==> src/rtl/split_ctr_bank.sv <==
module split_ctr_bank (
  input  logic        clk,
  input  logic        rst_n,
  input  logic        wr_en,
  input  logic        rd_en,
  input  logic [3:0]  addr,
  input  logic [63:0] wdata,
  input  logic [7:0]  evt,
  output logic [63:0] rdata,
  output logic        irq
);
  localparam int NPH = 4;
  localparam int CW  = 32;
  localparam int HW  = CW / 2;
  localparam logic [3:0] A_CTL = 4'd8;
  localparam logic [3:0] A_STS = 4'd9;

  logic [NPH-1:0][CW-1:0] live_q, lat_q, vis;
  logic [NPH-1:0]         pend_q, size_q;
  logic                   en_q;
  logic [2*NPH-1:0]       sts_q, msk_q, wrap;

  logic [CW-1:0] wd, mrg, ctr_rd;
  logic [1:0]    idx;
  logic          hi, wr_ctr, wr_ctl, wr_sts, rd_sts, commit;

  assign wd     = wdata[63:32];
  assign idx    = addr[1:0];
  assign hi     = ~addr[2];
  assign wr_ctr = wr_en && !addr[3];
  assign wr_ctl = wr_en && addr == A_CTL;
  assign wr_sts = wr_en && addr == A_STS;
  assign rd_sts = rd_en && addr == A_STS;
  assign commit = wr_ctl && wdata[63];

  genvar g;
  generate
    for (g = 0; g < NPH; g++) begin : g_ph
      assign vis[g] = pend_q[g] ? lat_q[g] : live_q[g];
      assign wrap[g] = en_q && evt[g] && !(commit && pend_q[g]) &&
                       (size_q[g] ? live_q[g][CW-1:HW] == '1 : live_q[g] == '1);
      assign wrap[g+NPH] = en_q && evt[g+NPH] && size_q[g] &&
                           !(commit && pend_q[g]) && live_q[g][HW-1:0] == '1;

      always_ff @(posedge clk) begin
        if (!rst_n) begin
          live_q[g] <= '0;
          lat_q[g]  <= '0;
          pend_q[g] <= 1'b0;
        end else begin
          if (commit && pend_q[g])
            live_q[g] <= lat_q[g];
          else if (en_q && size_q[g]) begin
            live_q[g][CW-1:HW] <= live_q[g][CW-1:HW] + HW'(evt[g]);
            live_q[g][HW-1:0]  <= live_q[g][HW-1:0] + HW'(evt[g+NPH]);
          end else if (en_q)
            live_q[g] <= live_q[g] + CW'(evt[g]);

          if (wr_ctr && idx == g) begin
            lat_q[g]  <= mrg;
            pend_q[g] <= 1'b1;
          end else if (commit)
            pend_q[g] <= 1'b0;
        end
      end
    end
  endgenerate

  always_comb begin
    mrg = wd;
    if (size_q[idx])
      mrg = hi ? {wd[HW-1:0], vis[idx][HW-1:0]} : {vis[idx][CW-1:HW], wd[HW-1:0]};
    ctr_rd = vis[idx];
    if (size_q[idx])
      ctr_rd = hi ? {{HW{1'b0}}, vis[idx][CW-1:HW]} : {{HW{1'b0}}, vis[idx][HW-1:0]};
  end

  always_comb begin
    rdata = '0;
    if (rd_en) begin
      if (!addr[3])            rdata[63:32] = ctr_rd;
      else if (addr == A_CTL)  rdata[63:32] = {en_q, {(CW-1-NPH){1'b0}}, size_q};
      else if (addr == A_STS)  rdata[63:32] = {{(CW-2*NPH){1'b0}}, sts_q};
    end
  end

  always_ff @(posedge clk) begin
    if (!rst_n) begin
      en_q   <= 1'b0;
      size_q <= '0;
      sts_q  <= '0;
      msk_q  <= '0;
    end else begin
      if (wr_ctl) begin
        en_q   <= wdata[63];
        size_q <= wdata[32 +: NPH];
      end
      if (wr_sts) msk_q <= wdata[32 +: 2*NPH];
      sts_q <= (rd_sts ? '0 : sts_q) | wrap;
    end
  end

  assign irq = |(sts_q & msk_q);
endmodule


==> config.mk <==
export PLATFORM = sky130hd
export DESIGN_NAME = split_ctr_bank
export DESIGN_NICKNAME = d
export VERILOG_FILES = /design/src/rtl/split_ctr_bank.sv
export SDC_FILE = /design/constraint.sdc
export NUM_CORES = 1
export LEC_CHECK = 0
export ABC_CLOCK_PERIOD_IN_PS = 2880
export BUFFER_PORTS_ARGS = -buffer_cell sky130_fd_sc_hd__clkbuf_2
export CAP_MARGIN = 15
export CORE_MARGIN = 2
export CORE_UTILIZATION = 50
export CTS_CLUSTER_SIZE = 16
export DETAILED_ROUTE_END_ITERATION = 6
export HOLD_SLACK_MARGIN = 0.03
export PLACE_DENSITY = 0.76
export SLEW_MARGIN = 15
export SYNTH_ARGS = -nofsm -noshare
export SYNTH_HDL_FRONTEND = slang
export SYNTH_SLANG_ARGS = --single-unit
==> constraint.sdc <==
create_clock -name clk -period 2.88 [get_ports clk]
set_clock_uncertainty 0.15 [all_clocks]
set_input_delay 0.72 -clock clk [delete_from_list [all_inputs] [get_ports clk]]
set_output_delay 0.72 -clock clk [all_outputs]
set_load 0.02 [all_outputs]
==> qor.txt <==
Ratio of routed vias to standard cells - 6.369
Detailed-placement wirelength estimate - 43540 um
Final instance area - 20140 um2
Worst setup path category - flip-flop to output pin
Final hold violation count - 0
Asr flop ratio synth - 0
Ratio of final minimum period to clock period - 1.134
MaxCap Viol Count - 0
H-tree levels - 1
Number of antenna violations at the first check in global routing - 3
WL final - 59870 um
Reg-to-reg slack, setup - 190 ps
Pre-CTS setup slack - -376.8 ps
Gate count after technology mapping - 1954
Most used DFF post-synth - sky130_fd_sc_hd__dfxtp_1
Number of nets in the final layout - 2215
Max-Slew Margin vs Limit - 0.3973
Die area - 34010 um2
Hold Crit Class - flip-flop to flip-flop
Worst Min Path Start - lat_q[26]$_SDFFE_PN0P_
Max Root-Sink Buffers - 3
Average wire per standard cell - 23.26 um
Overall die height - 184.4 um
Highest Clock Rate - 306.2 MHz
Congestion Overflow GR - 0
Floorplan die width - 184.4 um
Number of rows in the core area - 66
Via count of the first global-routing pass - 14900
Largest cells by area after synthesis - sky130_fd_sc_hd__dfxtp_1, sky130_fd_sc_hd__mux2i_1, sky130_fd_sc_hd__a21oi_1
Share of cells above drive strength 1 - 0.2275
Tightest Pin Transition - 904.0 ps
GRT Total Usage - 0.3392
Final estimated routing congestion in global placement - 1.009
Result of the run - finished with violations
Worst IR Drop VDD - 0.0004068 V
Number of vias after detailed routing - 16390
Starting density of the core - 0.5040
Filler-free cell count of the finished design - 2574
Number of unique standard cell types used by synthesis - 74
ANT cells - 0
Post-route antenna net violation count - 0
Flops & latches, synth - 281
Global-route wire length before repair - 88210 um
Area of the core region - 32290 um2
Kind of end point of the critical path - output pin
Total number of yosys warnings - 0
Leakage power summed over all cells - 7.017 nW
Port Buffer Count - 80
Fraction of synthesized cell area taken by the top area cell type - 0.3457
Final Setup Violations - 32
RSZ-0062 raised after global routing - yes
Sequential area share after synthesis - 0.3457
Cell area after synthesis - 16270 um2
Dpl cells - 2497
Required time reported for the critical path endpoint - 2010 ps
Number of ports placed on the die boundary - 145
Post-detailed-placement cell area - 18050 um2
Iteration count of the initial detailed-routing pass - 6
Maximum number of pins on one net before global-route repair - 70
TritonCTS sink count - 281
Pins over their slew limit - 0
Power per unit of standard cell area - 427.9 nW/um2
Source-to-sink clock delay at the later pin of the worst-skew pair - 570 ps
Tmin final - 3266 ps
Critical R2R Launch - pend_q[1]$_SDFFE_PN0P_
Synth area leader - sky130_fd_sc_hd__dfxtp_1
Area grow syn2layout - 23.78%
CTS Root Buffer Type - sky130_fd_sc_hd__clkbuf_16
Min setup slack post-route - -385.6 ps
Number of synthesized flops with an enable pin - 0
Residual DRC count - 0
Fin Setup TNS - -9283 ps
Clock-pin slew on the worst setup and hold paths - 60 ps
Most frequent cells in the layout - sky130_fd_sc_hd__dfxtp_1, sky130_fd_sc_hd__nand2_1, sky130_fd_sc_hd__a21oi_1
Critical path origin - pend_q[1]$_SDFFE_PN0P_
Failing checks - negative setup slack
Synth Area per Inst - 8.329 um2
CP max FO - 5
Most frequent standard cell in the layout excluding fill and tap cells - sky130_fd_sc_hd__dfxtp_1
Arrival @ worst endpoint - 2400 ps
Power Total - 8.620 mW
Clock tree from TritonCTS - built
Worst Setup Start Kind - flip-flop
Iteration-0 DRC Markers - 1739
CTS buffer count - 30
-- synthesized netlist by cell type (4+ instances only) --
library cell                 n
sky130_fd_sc_hd__buf_2      40
sky130_fd_sc_hd__o211ai_1   12
sky130_fd_sc_hd__mux2_2      4
sky130_fd_sc_hd__and2_1      8
sky130_fd_sc_hd__a31oi_1     6
sky130_fd_sc_hd__or2_2       4
sky130_fd_sc_hd__clkbuf_1   99
sky130_fd_sc_hd__nor2b_1     4
sky130_fd_sc_hd__inv_1      11
sky130_fd_sc_hd__a21oi_1   193
sky130_fd_sc_hd__nor3_1     26
sky130_fd_sc_hd__nand3_1    78
sky130_fd_sc_hd__mux2i_1   158
sky130_fd_sc_hd__o22ai_1    71
sky130_fd_sc_hd__xnor2_1    62
sky130_fd_sc_hd__nand2_1   208
sky130_fd_sc_hd__mux4_2     33
sky130_fd_sc_hd__nor4_1      9
sky130_fd_sc_hd__or4_1       6
sky130_fd_sc_hd__nand4b_1    5
sky130_fd_sc_hd__and4_1     17
sky130_fd_sc_hd__xor2_1     43
sky130_fd_sc_hd__a32o_1      4
sky130_fd_sc_hd__nor4_2      4
sky130_fd_sc_hd__dfxtp_1   281
sky130_fd_sc_hd__a22oi_1     4
sky130_fd_sc_hd__o21ai_1     4
sky130_fd_sc_hd__buf_4      39
sky130_fd_sc_hd__nand4_1    51
sky130_fd_sc_hd__and3_1     47
sky130_fd_sc_hd__a211oi_1   44
sky130_fd_sc_hd__o21ai_0   146
sky130_fd_sc_hd__nor2_1    147
sky130_fd_sc_hd__a21boi_0    5
sky130_fd_sc_hd__ha_1       24
-- per-layer routing --
layer  up-vias  global-route usage  routed length, um
met1      7944              0.4699              24850
li1       7394                   -                  -
met3       162             0.04406               4963
met2       887              0.5508              27630
met5         -                   0                 37
met4         6              0.1034               2382
-- power breakdown --
group          internal (mW)  switching, mW  total, mW
Combinational          0.299          0.481      0.781
Clock                   2.20           1.62       3.82
Sequential              3.95         0.0653       4.02
-- path summary, 6_finish.rpt --
check | end | cells past startpoint
hold / removal | live_q[26]$_SDFFE_PN0P_ | 2
hold reg to reg | live_q[26]$_SDFFE_PN0P_ | 2
setup reg to reg | lat_q[91]$_SDFFE_PN0P_ | 7
setup / recovery | rdata[63] | 7
-- registers in the layout (all words and copies together) (netlist names) --
| signal | flops |
|---|---|
| live_q | 128 |
| msk_q | 8 |
| lat_q | 128 |
| size_q | 4 |
| sts_q | 8 |
| pend_q | 4 |
| en_q | 1 |
-- logic make-up after synthesis --
logic type,share of synthesized area
simple gates,0.1919
compound gates,0.1845
flops,0.3457
mux,0.1456
buf+inv,0.05712
xor+xnor,0.05651
fa+ha+maj,0.01845
other cells,0.0002304
-- worst max-delay path, stage by stage, from the launching register on --
cell                       delay, ps
sky130_fd_sc_hd__dfxtp_4         390
sky130_fd_sc_hd__buf_12          160
sky130_fd_sc_hd__mux2i_2         180
sky130_fd_sc_hd__mux4_2          510
sky130_fd_sc_hd__nor3_2          140
sky130_fd_sc_hd__a21oi_2          60
sky130_fd_sc_hd__nor2b_2         200
sky130_fd_sc_hd__clkbuf_8        180
-- per-stage QoR --
| step | hold slack, ps | utilization |
|---|---|---|
| after floorplan | 285.0 | - |
| after global placement | 295.2 | 0.5591 |
| after detailed placement | 305.9 | 0.5591 |
| after CTS | 315.3 | 0.6063 |
| after global routing | 335.3 | 0.6239 |
| final | 316.6 | 0.6239 |
-- area by class of cell --
| type | instances | area [um2] |
|---|---|---|
| clock buffer | 46 | 892.1 |
| multi-input combinational | 1509 | 10350 |
| clock inverter | 7 | 60.06 |
| tap | 442 | 553.0 |
| timing repair buffer | 275 | 2586 |
| fill | 2734 | 12140 |
| inverter | 14 | 55.05 |
| sequential | 281 | 5643 |
-- repair_timing --
| item | CTS | global route |
|---|---|---|
| gates cloned | 2 | 5 |
| hold buffers | 0 | 0 |
| setup buffers | 8 | 10 |
| pin swaps | 2 | 9 |
| endpoints found under the setup margin | 32 | 32 |
| hold endpoints to repair | 0 | 0 |
| resized for setup | 120 | 112 |
Note: power is estimated with default switching activity, not from simulation.
